`src/rtl/vvc_pkg.sv`:
```
package vvc_pkg;
  localparam int OPC_W = 3;
  typedef enum logic [OPC_W-1:0] {
    VVC_OP_IDLE   = 3'b000,
    VVC_OP_GETCLR = 3'b101
  } vvc_opc_e;
endpackage

```
`src/rtl/vvc_cmd.sv`:
```
module vvc_cmd
  import vvc_pkg::*;
(
  input  logic             clk,
  input  logic             rst,
  input  logic             cmd_start,
  input  logic [OPC_W-1:0] cmd_op,
  output logic             busy
);
  logic go;
  assign go = cmd_start && !busy && (cmd_op == VVC_OP_GETCLR);

  always_ff @(posedge clk) begin
    if (rst) busy <= 1'b0;
    else     busy <= go;
  end


  busy_one_cycle_chk: assert property (@(posedge clk) disable iff (rst)
    busy |=> !busy);


  other_op_ignored_chk: assert property (@(posedge clk) disable iff (rst)
    (cmd_start && cmd_op != VVC_OP_GETCLR) |=> !busy);
endmodule

```
`src/rtl/vvc_capture.sv`:
```
module vvc_capture #(
  parameter int PORT_W = 4,
  parameter int VID_W  = 12
) (
  input  logic              clk,
  input  logic              rst,
  input  logic              rpt_member,
  input  logic              rpt_miss,
  input  logic [PORT_W-1:0] rpt_port,
  input  logic [VID_W:0]    rpt_vid,
  input  logic              clr,
  output logic              pend,
  output logic              cap_member,
  output logic              cap_miss,
  output logic              ovf,
  output logic [PORT_W-1:0] cap_port,
  output logic [VID_W:0]    cap_vid
);
  logic hit, take;
  assign hit  = rpt_member || rpt_miss;
  assign take = hit && !pend && !clr;

  always_ff @(posedge clk) begin
    if (rst) begin
      pend       <= 1'b0;
      cap_member <= 1'b0;
      cap_miss   <= 1'b0;
      cap_port   <= '0;
      cap_vid    <= '0;
    end else if (clr) begin
      pend       <= 1'b0;
      cap_member <= 1'b0;
      cap_miss   <= 1'b0;
    end else if (take) begin
      pend       <= 1'b1;
      cap_miss   <= rpt_miss;
      cap_member <= rpt_member && !rpt_miss;
      cap_port   <= rpt_port;
      cap_vid    <= rpt_vid;
    end
  end

  always_ff @(posedge clk) begin
    if (rst)                       ovf <= 1'b0;
    else if (hit && (pend || clr)) ovf <= 1'b1;
    else if (clr)                  ovf <= 1'b0;
  end


  capture_idle_chk: assert property (@(posedge clk) disable iff (rst)
    (hit && !pend && !clr) |=> pend);


  miss_priority_chk: assert property (@(posedge clk) disable iff (rst)
    (rpt_member && rpt_miss && !pend && !clr) |=> (cap_miss && !cap_member));


  held_stable_chk: assert property (@(posedge clk) disable iff (rst)
    (pend && !clr) |=> (pend && $stable(cap_port) && $stable(cap_vid)
                        && $stable(cap_miss) && $stable(cap_member)));


  ovf_set_chk: assert property (@(posedge clk) disable iff (rst)
    (hit && pend) |=> ovf);


  clr_drops_chk: assert property (@(posedge clk) disable iff (rst)
    clr |=> !pend);
endmodule

```
`src/rtl/vvc_result.sv`:
```
module vvc_result #(
  parameter int PORT_W = 4,
  parameter int VID_W  = 12
) (
  input  logic              clk,
  input  logic              rst,
  input  logic              load,
  input  logic              pend,
  input  logic              cap_member,
  input  logic              cap_miss,
  input  logic              ovf,
  input  logic [PORT_W-1:0] cap_port,
  input  logic [VID_W:0]    cap_vid,
  output logic              res_member,
  output logic              res_miss,
  output logic              res_ovf,
  output logic [PORT_W-1:0] res_port,
  output logic [VID_W-1:0]  res_vid,
  output logic              res_page
);
  always_ff @(posedge clk) begin
    if (rst) begin
      res_member <= 1'b0;
      res_miss   <= 1'b0;
      res_ovf    <= 1'b0;
      res_port   <= '0;
      res_vid    <= '0;
      res_page   <= 1'b0;
    end else if (load) begin
      res_member <= pend && cap_member;
      res_miss   <= pend && cap_miss;
      res_ovf    <= ovf;
      res_port   <= pend ? cap_port : '0;
      res_vid    <= pend ? cap_vid[VID_W-1:0] : '0;
      res_page   <= pend && cap_vid[VID_W];
    end
  end


  empty_clear_chk: assert property (@(posedge clk) disable iff (rst)
    (load && !pend) |=> (!res_member && !res_miss && res_port == '0));


  result_hold_chk: assert property (@(posedge clk) disable iff (rst)
    !load |=> ($stable(res_port) && $stable(res_vid) && $stable(res_ovf)));
endmodule

```
`src/rtl/vlan_viol_cap.sv`:
```
module vlan_viol_cap
  import vvc_pkg::*;
#(
  parameter int PORT_W = 4,
  parameter int VID_W  = 12
) (
  input  logic              clk,
  input  logic              rst,
  input  logic              rpt_member,
  input  logic              rpt_miss,
  input  logic [PORT_W-1:0] rpt_port,
  input  logic [VID_W:0]    rpt_vid,
  input  logic              cmd_start,
  input  logic [OPC_W-1:0]  cmd_op,
  output logic              cmd_busy,
  output logic              irq,
  output logic              res_member,
  output logic              res_miss,
  output logic              res_ovf,
  output logic [PORT_W-1:0] res_port,
  output logic [VID_W-1:0]  res_vid,
  output logic              res_page
);
  logic              pend, cap_member, cap_miss, ovf;
  logic [PORT_W-1:0] cap_port;
  logic [VID_W:0]    cap_vid;

  vvc_cmd u_cmd (
    .clk(clk), .rst(rst), .cmd_start(cmd_start), .cmd_op(cmd_op), .busy(cmd_busy)
  );

  vvc_capture #(.PORT_W(PORT_W), .VID_W(VID_W)) u_cap (
    .clk(clk), .rst(rst), .rpt_member(rpt_member), .rpt_miss(rpt_miss),
    .rpt_port(rpt_port), .rpt_vid(rpt_vid), .clr(cmd_busy), .pend(pend),
    .cap_member(cap_member), .cap_miss(cap_miss), .ovf(ovf),
    .cap_port(cap_port), .cap_vid(cap_vid)
  );

  vvc_result #(.PORT_W(PORT_W), .VID_W(VID_W)) u_res (
    .clk(clk), .rst(rst), .load(cmd_busy), .pend(pend),
    .cap_member(cap_member), .cap_miss(cap_miss), .ovf(ovf),
    .cap_port(cap_port), .cap_vid(cap_vid), .res_member(res_member),
    .res_miss(res_miss), .res_ovf(res_ovf), .res_port(res_port),
    .res_vid(res_vid), .res_page(res_page)
  );

  assign irq = pend;


  irq_low_after_clr_chk: assert property (@(posedge clk) disable iff (rst)
    cmd_busy |=> !irq);
endmodule

```
`config.mk`:
```
export PLATFORM = sky130hd
export DESIGN_NAME = vlan_viol_cap
export DESIGN_NICKNAME = d
export VERILOG_FILES = /design/src/rtl/vvc_pkg.sv /design/src/rtl/vvc_cmd.sv /design/src/rtl/vvc_capture.sv /design/src/rtl/vvc_result.sv /design/src/rtl/vlan_viol_cap.sv
export SDC_FILE = /design/constraint.sdc
export NUM_CORES = 1
export LEC_CHECK = 0
export BUFFER_PORTS_ARGS = -buffer_cell sky130_fd_sc_hd__buf_2
export CORE_MARGIN = 2
export CORE_UTILIZATION = 38
export DETAILED_ROUTE_END_ITERATION = 10
export SETUP_SLACK_MARGIN = 0.4
export SLEW_MARGIN = 20
export SYNTH_ARGS = -nofsm -noshare
export SYNTH_HDL_FRONTEND = slang
export SYNTH_SLANG_ARGS = --single-unit
```
`constraint.sdc`:
```
create_clock -name clk -period 1.6 [get_ports clk]
set_input_delay 0.24 -clock clk [delete_from_list [all_inputs] [get_ports clk]]
set_output_delay 0.24 -clock clk [all_outputs]
set_load 0.05 [all_outputs]
```
==> flow_metrics.py, run 1 <==
metrics = {
    "timing": {
        "worstMarginPinSlew_ps": 322.4,
        "fin_crit_sh_pct": 71.18,
        "finalHoldViolations": 0,
        "maxSlewHeadroom_pct": 78.51,
        "fin_crit_ps": 1139,
        "finClkSkew_ps": 5.192,
        "maxSlewViolCount": 0,
        "max_freq_mhz": 878.1,
        "rsz0062_at_grt": "false",
        "setup_viol": 0,
        "fin_setup_tns_ps": 0,
    },
    "worst_setup_path": {
        "path_max_fanout": 2,
        "crit_family": "flip-flops",
        "crit_buf_inv": 1,
        "setup.worst_path.end_class": "output pin",
        "slowest_stage": "dfxtp_1",
        "critPathMaxStageDelay_ps": 340,
        "cp_data_required_time_ps": 1360,
        "start_kind": "register",
        "cp.arrival_ps": 900,
        "worstPathCellList": "buf_2",
        "crit_type": "register to output pin",
    },
    "die": {
        "die_y_um": 68.79,
        "initial_core_util_pct": 39.60,
        "std_cell_rows": 23,
        "die_w_um": 68.79,
        "core_um2": 4029,
        "io_pins": 47,
        "die_area_um2": 4732,
    },
    "global_route": {
        "grt_usage_pct": 15.27,
        "grt_max_degree": 23,
        "grt_pass1_vias": 1195,
        "grt.overflow.total": 0,
        "grt_antenna_before_repair": 0,
        "grt_pass1_wl_um": 5209,
    },
    "layout": {
        "final_util_pct": 48.91,
        "n_antenna_cell": 0,
        "layout_common_cells": "44 x buf_2, 40 x dfxtp_1, 35 x nand2b_1",
        "syn_to_final_growth_pct": 23.53,
        "final_common_cell": "buf_2",
        "nNetsFinal": 215,
        "drive_above_1_share_pct": 32.46,
        "fillers": 420,
    },
    "drt": {
        "vias": 1175,
        "ant_nets": 0,
        "vias_per_cell": 4.876,
        "drt_wl_total_um": 3168,
        "route.detailed.drc": 0,
        "dr.first_iter.drc_count": 30,
        "firstDrtPassIters": 3,
        "wl_per_cell_um": 13.15,
    },
    "yosys": {
        "synth_top_cell_area_share_pct": 52.71,
        "synth_top_area_cell": "dfxtp_1",
        "synth_cell_types": 23,
        "syn_nets": 166,
        "syn_area_um2": 1595,
        "ys_warn_count": 0,
        "ys_ff_latch": 42,
        "synthTopCellsByArea": "dfxtp_1 53%, nand2b_1 14%, mux2i_1 11%",
        "synthCells": 141,
        "avgSynthCellArea_um2": 11.31,
        "ys_seq_area_share_pct": 52.71,
    },
    "power": {
        "p_per_area_nw_per_um2": 972.1,
        "peakVddDrop_mv": 0.4637,
        "power.leakage_nw": 0.8871,
    },
    "clocking": {
        "cts_sinks": 42,
        "cts-root-buf": "clkbuf_8",
        "path_clk_slew_ps": 70,
        "cts_buffers": 5,
        "tritoncts": "done",
        "htree_num_levels": 2,
        "ctsHoldBuffers": 0,
        "clk-insertion-delay-late_ps": 290,
        "clk_path_buf_depth": 2,
    },
    "outcome": {
        "outcome": "finished, final reports clean",
    },
    "hold_path": {
        "hold_path_class": "input port to register",
    },
    "placed_design": {
        "gp_congestion": 0.7501,
        "port_buffers": 46,
        "dp.final_hpwl_um": 2227,
    },
    "flow_run": {
        "maxCapViolCount": 0,
    },
}
metal layers:
layer | wire (µm) | track usage [%]
met1 | 1388 | 17.26
met2 | 1546 | 25.84
met3 | 177 | 5.519
met4 | 56 | 6.618
met5 | 0 | 0
kinds of logic after synthesis:
kind of cell | Yosys count | synth area share, %
compound gates | 25 | 12.86
mux | 18 | 11.29
buf+inv | 11 | 5.333
flops | 42 | 52.71
simple gates | 45 | 17.80
path summary, 6_finish.rpt:
check | startpoint | endpoint | slack (ps) | depth (start not counted)
setup / recovery | u_res.res_port[0]$_SDFFE_PP0P_ | res_port[0] | 460 | 1
hold / removal | cmd_op[1] | u_cmd.busy$_SDFF_PP0_ | 190 | 3
setup reg to reg | u_cap.pend$_SDFFE_PP0P_ | u_cap.cap_vid[9]$_SDFFE_PP0P_ | 510 | 3
hold reg to reg | u_cap.cap_port[0]$_SDFFE_PP0P_ | u_res.res_port[0]$_SDFFE_PP0P_ | 460 | 1
cells in the mapped netlist:
cell and n:
nor2_1 2, inv_1 1, buf_12 1, buf_2 1, nand2_1 1, nor2_2 1
nor3_1 1, nor2_4 1, nand2b_1 35, dfxtp_1 42, mux2i_1 18, a22o_1 19
nor3_2 1, buf_6 2, o22ai_1 1, nor2b_1 1, nand4b_1 1, clkbuf_1 3
a21boi_0 2, buf_4 3, a21oi_1 2, nor4_1 1, o21a_1 1
registers in the layout, summed over array words and instances, names as in the netlist:
signal,cells
u_res.res_page,1
u_res.res_vid,12
u_cap.cap_member,1
u_cap.pend,1
u_cap.cap_port,4
u_cap.cap_miss,1
u_res.res_miss,1
u_res.res_ovf,1
u_cmd.busy,1
u_res.res_member,1
u_res.res_port,4
u_cap.ovf,1
u_cap.cap_vid,13
timing repair:
item / in CTS / in global routing
pin swaps: 1 / 0
gates resized for setup: 2 / 2
setup endpoints to repair: 7 / 9
setup buffers: 2 / 0
final cells by class:
class	count	area (µm²)	share of cell area, %
flip-flops and latches	42	848.3	43.05
multi-input cells	88	675.6	34.29
repair buffers	52	300.3	15.24
clock buffers	5	68.82	3.492
well taps	50	62.56	3.175
clock inverters	3	11.26	0.5714
inverters	1	3.754	0.1905
stage by stage:
step	power, mW	instance area (µm²)	cells	setup WS, ps	hold WS, ps
5_1_grt	2.025	1971	241	410.1	199.7
4_1_cts	1.948	1963	241	412.4	187.7
2_1_floorplan	1.267	1609	141	416.9	377.8
3_5_place_dp	1.318	1851	231	351.7	454.2
6_report	1.916	1971	241	461.2	194.7
3_3_place_gp	1.312	1851	231	414.9	445.5
power by group:
part           leakage, nW  internal (mW)  switching, mW  total (mW)
Combinational        0.503         0.0921         0.0923       0.184
Clock               0.0407          0.291          0.329       0.620
Sequential           0.344           1.09         0.0258        1.11
Total                0.887           1.47          0.447        1.92
No activity file was read; power rests on OpenSTA's default activity.
==> run 2: changes to the inputs <==
--- a/config.mk
+++ b/config.mk
@@ -5,6 +5,7 @@
 export SDC_FILE = /design/constraint.sdc
 export NUM_CORES = 1
 export LEC_CHECK = 0
+export ABC_AREA = 1
 export BUFFER_PORTS_ARGS = -buffer_cell sky130_fd_sc_hd__buf_2
 export CORE_MARGIN = 2
 export CORE_UTILIZATION = 38
==> constraint.sdc (replaced) <==
create_clock -name clk -period 1.15 [get_ports clk]
set_input_delay 0.1725 -clock clk [delete_from_list [all_inputs] [get_ports clk]]
set_output_delay 0.1725 -clock clk [all_outputs]
set_load 0.05 [all_outputs]
==> run 2 against run 1 <==
  * Sequential share of layout area is 8.0 points lower
  * Global-route usage is 0.064 points higher
  * Worst setup slack worse by 360 ps
  * Utilization is 14 points higher
  * Critical path type unchanged
  * Highest routed layer unchanged
  * Clock power is 42% higher
==> flow_metrics.py, run 2 <==
metrics = {
    "yosys": {
        "synth_top_cell_area_share_pct": 51.81,
        "syn_nets": 246,
        "ys_warn_count": 0,
        "avgSynthCellArea_um2": 7.343,
        "synth-edff-count": 0,
        "synth.most_common_cell": "nand2_1",
        "synthCells": 221,
        "ys_seq_area_share_pct": 51.81,
        "synthTopCellsByArea": "dfxtp_1 52%, nand2_1 14%, nor2_1 8.6%",
        "synth_cell_types": 17,
        "ys_ff_latch": 42,
        "async_flop_share_pct": 0,
        "syn_area_um2": 1623,
        "synthFlopType": "dfxtp_1",
        "synth_top_area_cell": "dfxtp_1",
        "ys_top_cells_by_count": "59 x nand2_1, 42 x dfxtp_1, 37 x nor2_1",
    },
    "timing": {
        "finClkSkew_ps": 4.866,
        "rsz0062_at_grt": "true",
        "finalHoldViolations": 0,
        "fin_setup_tns_ps": 0,
        "maxSlewHeadroom_pct": 78.75,
        "max_freq_mhz": 956.6,
        "fin_crit_ps": 1045,
        "fin_crit_sh_pct": 90.90,
        "worstMarginPinSlew_ps": 317.5,
        "maxSlewViolCount": 0,
        "setup_viol": 0,
    },
    "worst_setup_path": {
        "worstPathCellList": "buf_8",
        "crit_family": "flip-flops",
        "slowest_stage": "dfxtp_4",
        "crit_type": "register to output pin",
        "crit_buf_inv": 1,
        "cp.arrival_ps": 870,
        "start_kind": "register",
        "critPathMaxStageDelay_ps": 420,
        "path_max_fanout": 7,
        "cp_data_required_time_ps": 980,
        "setup.worst_path.end_class": "output pin",
    },
    "clocking": {
        "path_clk_slew_ps": 80,
        "clk_path_buf_depth": 2,
        "cts_sinks": 42,
        "cts-root-buf": "clkbuf_8",
        "htree_num_levels": 2,
        "clk-insertion-delay-late_ps": 280,
        "cts_buffers": 5,
        "ctsHoldBuffers": 0,
        "tritoncts": "done",
    },
    "layout": {
        "largest_register_ffs": 13,
        "multi_input_area_um2": 774.5,
        "regMostFlops": "u_cap.cap_vid",
        "drive_above_1_share_pct": 45.88,
        "syn_to_final_growth_pct": 56.52,
        "seqCellArea_um2": 890.9,
        "final_common_cell": "nand2_1",
        "nNetsFinal": 304,
        "reg.largest.list": "u_cap.cap_vid x13, u_res.res_vid x12",
        "fillers": 379,
        "n_antenna_cell": 0,
        "layout_common_cells": "41 x nand2_1, 34 x nor2_1, 24 x buf_2",
    },
    "drt": {
        "vias": 1498,
        "vias_per_cell": 4.553,
        "route.detailed.drc": 0,
        "firstDrtPassIters": 4,
        "ant_nets": 0,
        "dr.first_iter.drc_count": 71,
        "wl_per_cell_um": 11.29,
        "drt_wl_total_um": 3716,
    },
    "power": {
        "peakVddDrop_mv": 0.6434,
        "pwr-share-clk_pct": 30.7,
        "power.switching_mw": 0.7511,
        "p_per_area_nw_per_um2": 1126,
        "power.leakage_nw": 1.212,
        "total_power_mw": 2.859,
        "power_frac_comb_pct": 15.2,
        "p_int_mw": 2.108,
        "sw_frac_of_total_pct": 26.27,
        "seqPwrFrac_pct": 54.1,
    },
    "flow_run": {
        "maxCapViolCount": 0,
    },
    "global_route": {
        "grt_usage_pct": 15.34,
        "grt_antenna_before_repair": 0,
        "grt_pass1_wl_um": 5996,
        "grt_pass1_vias": 1398,
        "grt_max_degree": 38,
        "grt.overflow.total": 0,
    },
    "die": {
        "die_y_um": 69.35,
        "std_cell_rows": 23,
        "die_area_um2": 4809,
        "io_pins": 47,
        "core_um2": 4058,
        "initial_core_util_pct": 39.99,
        "die_w_um": 69.35,
    },
    "placed_design": {
        "port_buffers": 46,
        "gp_congestion": 0.7008,
        "dp.final_hpwl_um": 2413,
    },
    "outcome": {
        "outcome": "finished, final reports clean",
    },
    "hold_path": {
        "hold_path_class": "input port to register",
    },
}
## run 2: changes by cell type after synthesis, sizes merged, moves of 18 or more
cell | before | now
inv | 1 | 26
nand2 | 1 | 61
nand3 | 0 | 18
mux2i | 18 | 0
o21ai | 0 | 20
nand2b | 35 | 0
nor2 | 4 | 39
a22o | 19 | 0
## run 2: routing by layer
layer | up-vias | track usage, % | wire, µm
li1 | 802 | - | -
met1 | 655 | 18.88 | 1691
met2 | 35 | 25.11 | 1816
met3 | 6 | 4.215 | 157
met4 | 0 | 6.536 | 51
met5 | - | 0 | 0
## run 2: tightest hold or removal path, delay by kind of cell
| family | cells | cell delay [ps] |
|---|---|---|
| AND/OR/NAND/NOR | 2 | 90 |
| buffers and inverters | 2 | 100 |
## run 2: kinds of logic (layout without fill, tap and decap cells)
family,after synthesis,count (layout),synth area share (%)
buf+inv,35,93,9.715
flops,42,42,51.81
compound gates,25,25,7.865
simple gates,119,119,30.61
## run 2: final timing paths
check,start,endpoint,slack [ps],cells after the start
worst max-delay path,u_cmd.busy$_SDFF_PP0_,cmd_busy,100,1
worst min-delay path,cmd_op[1],u_cmd.busy$_SDFF_PP0_,120,4
worst max register to register,u_cmd.busy$_SDFF_PP0_,u_res.res_port[2]$_SDFFE_PP0P_,110,4
worst min register to register,u_cap.cap_vid[2]$_SDFFE_PP0P_,u_res.res_vid[2]$_SDFFE_PP0P_,450,2
## run 2: layout make-up
type	count	area share [%]
inverter	26	3.842
tap	50	2.463
sequential	42	35.07
clock buffer	5	2.709
timing repair buffer	60	25.02
multi-input combinational	144	30.49
clock inverter	2	0.3941
## run 2: what timing repair did
item                                    in CTS  in global routing
hold endpoints to repair                     0                  0
pin swaps                                    1                  1
cloned                                       0                  1
gates resized for setup                     60                 52
setup buffers                                4                  4
endpoints found under the setup margin      63                 63
## run 2: stage by stage
stage / area (µm²) / setup slack, ps / cells / hold slack, ps / util (%)
finish: 2540 / 104.6 / 329 / 116.8 / 62.60
global route: 2540 / 72.32 / 329 / 126.7 / 62.60
CTS: 2305 / 104.3 / 324 / 112.9 / 56.80
detailed placement: 1988 / 70.04 / 313 / 421.1 / 49.00
global placement: 1988 / 98.29 / 313 / 416.3 / 49.00
floorplan: 1687 / 115.2 / 221 / 267.8 / -
## run 2: power groups by stage
stage | Sequential, mW | Clock, mW | Combinational, mW
global placement | 1.59 | 0 | 0.350
detailed placement | 1.59 | 0 | 0.356
CTS | 1.56 | 0.915 | 0.402
global route | 1.55 | 0.957 | 0.486
floorplan | 1.61 | 0 | 0.223
finish | 1.55 | 0.878 | 0.435
==> run 3: changes to the inputs <==
--- a/config.mk
+++ b/config.mk
@@ -5,11 +5,11 @@
 export SDC_FILE = /design/constraint.sdc
 export NUM_CORES = 1
 export LEC_CHECK = 0
-export ABC_AREA = 1
 export BUFFER_PORTS_ARGS = -buffer_cell sky130_fd_sc_hd__buf_2
 export CORE_MARGIN = 2
 export CORE_UTILIZATION = 38
 export DETAILED_ROUTE_END_ITERATION = 10
+export GPL_TIMING_DRIVEN = 0
 export SETUP_SLACK_MARGIN = 0.4
 export SLEW_MARGIN = 20
 export SYNTH_ARGS = -nofsm -noshare
==> run 3 against run 2 <==
  * The run now ends with setup timing left
  * First-iteration DRC count decreased by 21%
  * Sequential power hardly changed
  * Utilization is 0.45 points lower
  * Maximum frequency is 12% lower
  * Largest cell class unchanged
  * Register-to-register slack got worse by 140 ps
  * Cell area is 1.4% lower
  * Wire length rose by 11%
  * Largest power group unchanged
  * Sequential share of layout area down 0.19 points
  * Global-route usage rose by 3.4 points
==> flow_metrics.py, run 3 (same netlist as run 1, synthesis figures left out) <==
metrics = {
    "outcome": {
        "outcome": "finished, violations left",
        "violations": "setup timing",
    },
    "timing": {
        "worstMarginPinSlew_ps": 384.8,
        "finClkSkew_ps": 4.098,
        "holdWs_ps": 127.2,
        "maxSlewViolCount": 0,
        "setup_viol": 3,
        "fin_crit_ps": 1183,
        "max_freq_mhz": 845.3,
        "maxSlewHeadroom_pct": 74.35,
        "fin_crit_sh_pct": 102.9,
        "fin_setup_tns_ps": -48.49,
        "finalHoldViolations": 0,
        "rsz0062_at_grt": "true",
        "fin_ws_ps": -33.07,
    },
    "layout": {
        "nNetsFinal": 239,
        "reg.largest.list": "u_cap.cap_vid x13, u_res.res_vid x12",
        "syn_to_final_growth_pct": 56.94,
        "layout_common_cells": "35 x nand2b_1, 24 x buf_2, 23 x buf_8",
        "regMostFlops": "u_cap.cap_vid",
        "n_antenna_cell": 0,
        "design_area_um2": 2504,
        "final_common_cell": "nand2b_1",
        "fillers": 341,
        "largest_register_ffs": 13,
        "drive_above_1_share_pct": 52.34,
    },
    "global_route": {
        "grt_max_degree": 12,
        "grt_pass1_vias": 1336,
        "grt.overflow.total": 0,
        "grt_pass1_wl_um": 6348,
        "grt_antenna_before_repair": 0,
        "grt_usage_pct": 18.77,
    },
    "clocking": {
        "clk_path_buf_depth": 2,
        "htree_num_levels": 2,
        "cts-root-buf": "clkbuf_8",
        "cts_buffers": 5,
        "clk-insertion-delay-late_ps": 290,
        "ctsHoldBuffers": 0,
        "cts_sinks": 42,
        "path_clk_slew_ps": 70,
        "tritoncts": "done",
    },
    "die": {
        "io_pins": 47,
        "die_w_um": 68.79,
        "std_cell_rows": 23,
        "core_um2": 4029,
        "initial_core_util_pct": 39.60,
        "die_y_um": 68.79,
        "die_area_um2": 4732,
    },
    "drt": {
        "route.detailed.drc": 0,
        "vias_per_cell": 4.920,
        "ant_nets": 0,
        "dr.first_iter.drc_count": 56,
        "firstDrtPassIters": 4,
        "wl_per_cell_um": 15.56,
        "vias": 1299,
        "drt_wl_total_um": 4109,
    },
    "worst_setup_path": {
        "critPathMaxStageDelay_ps": 350,
        "slowest_stage": "dfxtp_4",
        "cp.arrival_ps": 1400,
        "cp_data_required_time_ps": 1370,
        "start_kind": "register",
        "crit_type": "register to register",
        "path_max_fanout": 5,
        "worstPathCellList": "buf_8 -> nor3_4 -> buf_6 -> clkbuf_16 -> mux2i_1",
        "setup.worst_path.end_class": "register",
    },
    "power": {
        "peakVddDrop_mv": 0.7217,
        "p_per_area_nw_per_um2": 1124,
        "power.leakage_nw": 1.079,
    },
    "hold_path": {
        "hold_path_class": "input port to register",
    },
    "placed_design": {
        "port_buffers": 46,
        "dp.final_hpwl_um": 2490,
        "placed_area_um2": 1947,
        "gp_congestion": 0.6849,
    },
    "flow_run": {
        "maxCapViolCount": 0,
    },
}
[run 3: path summary, 6_finish.rpt]
| path | to | cells past startpoint | slack, ps | start |
|---|---|---|---|---|
| worst max-delay path | u_cap.cap_port[3]$_SDFFE_PP0P_ | 5 | -30 | u_cmd.busy$_SDFF_PP0_ |
| worst min-delay path | u_cmd.busy$_SDFF_PP0_ | 3 | 130 | cmd_op[1] |
| worst max register to register | u_cap.cap_port[3]$_SDFFE_PP0P_ | 5 | -30 | u_cmd.busy$_SDFF_PP0_ |
| worst min register to register | u_res.res_vid[3]$_SDFFE_PP0P_ | 1 | 470 | u_cap.cap_vid[3]$_SDFFE_PP0P_ |
[run 3: report_power, final]
part	switching, mW	total [mW]	internal (mW)
logic	0.170	0.383	0.212
registers	0.0371	1.55	1.51
clock network	0.468	0.885	0.418
total	0.675	2.82	2.14
[run 3: final cells by class]
type	instances	area, µm²	share of cell area [%]
clock buffer	7	76.32	3.048
timing repair buffer	66	668.1	26.69
multi-input combinational	88	719.4	28.74
inverter	1	3.754	0.1499
tap	50	62.56	2.499
sequential	42	873.3	34.88
buffer	10	100.1	3.998
[run 3: worst max-delay path, delay by kind of cell (launching register included)]
kind          cells  cell delay (ps)
mux               1              190
simple gates      1              120
buf+inv           3              440
flops             1              350
[run 3: metal layers]
| metal | track usage [%] | vias up | wire [µm] |
|---|---|---|---|
| met5 | 0 | - | 0 |
| met1 | 20.93 | 625 | 1666 |
| met4 | 5.882 | 0 | 84 |
| met3 | 5.682 | 10 | 163 |
| li1 | - | 634 | - |
| met2 | 34.01 | 30 | 2194 |
[run 3: through the flow]
stage / total power, mW / utilization (%) / setup WS, ps / std cells
floorplan: 1.771 / - / -22.10 / 141
global placement: 1.856 / 48.32 / -78.65 / 237
detailed placement: 1.868 / 48.32 / -83.85 / 237
CTS: 2.786 / 57.64 / 7.691 / 255
global route: 2.939 / 62.14 / -86.00 / 264
finish: 2.815 / 62.14 / -33.07 / 264
[run 3: timing repair]
action,4_1_cts,5_1_grt
gates resized for setup,67,24
pin swaps,4,20
cloned,2,2
endpoints found under the setup margin,64,64
buffers inserted,9,7
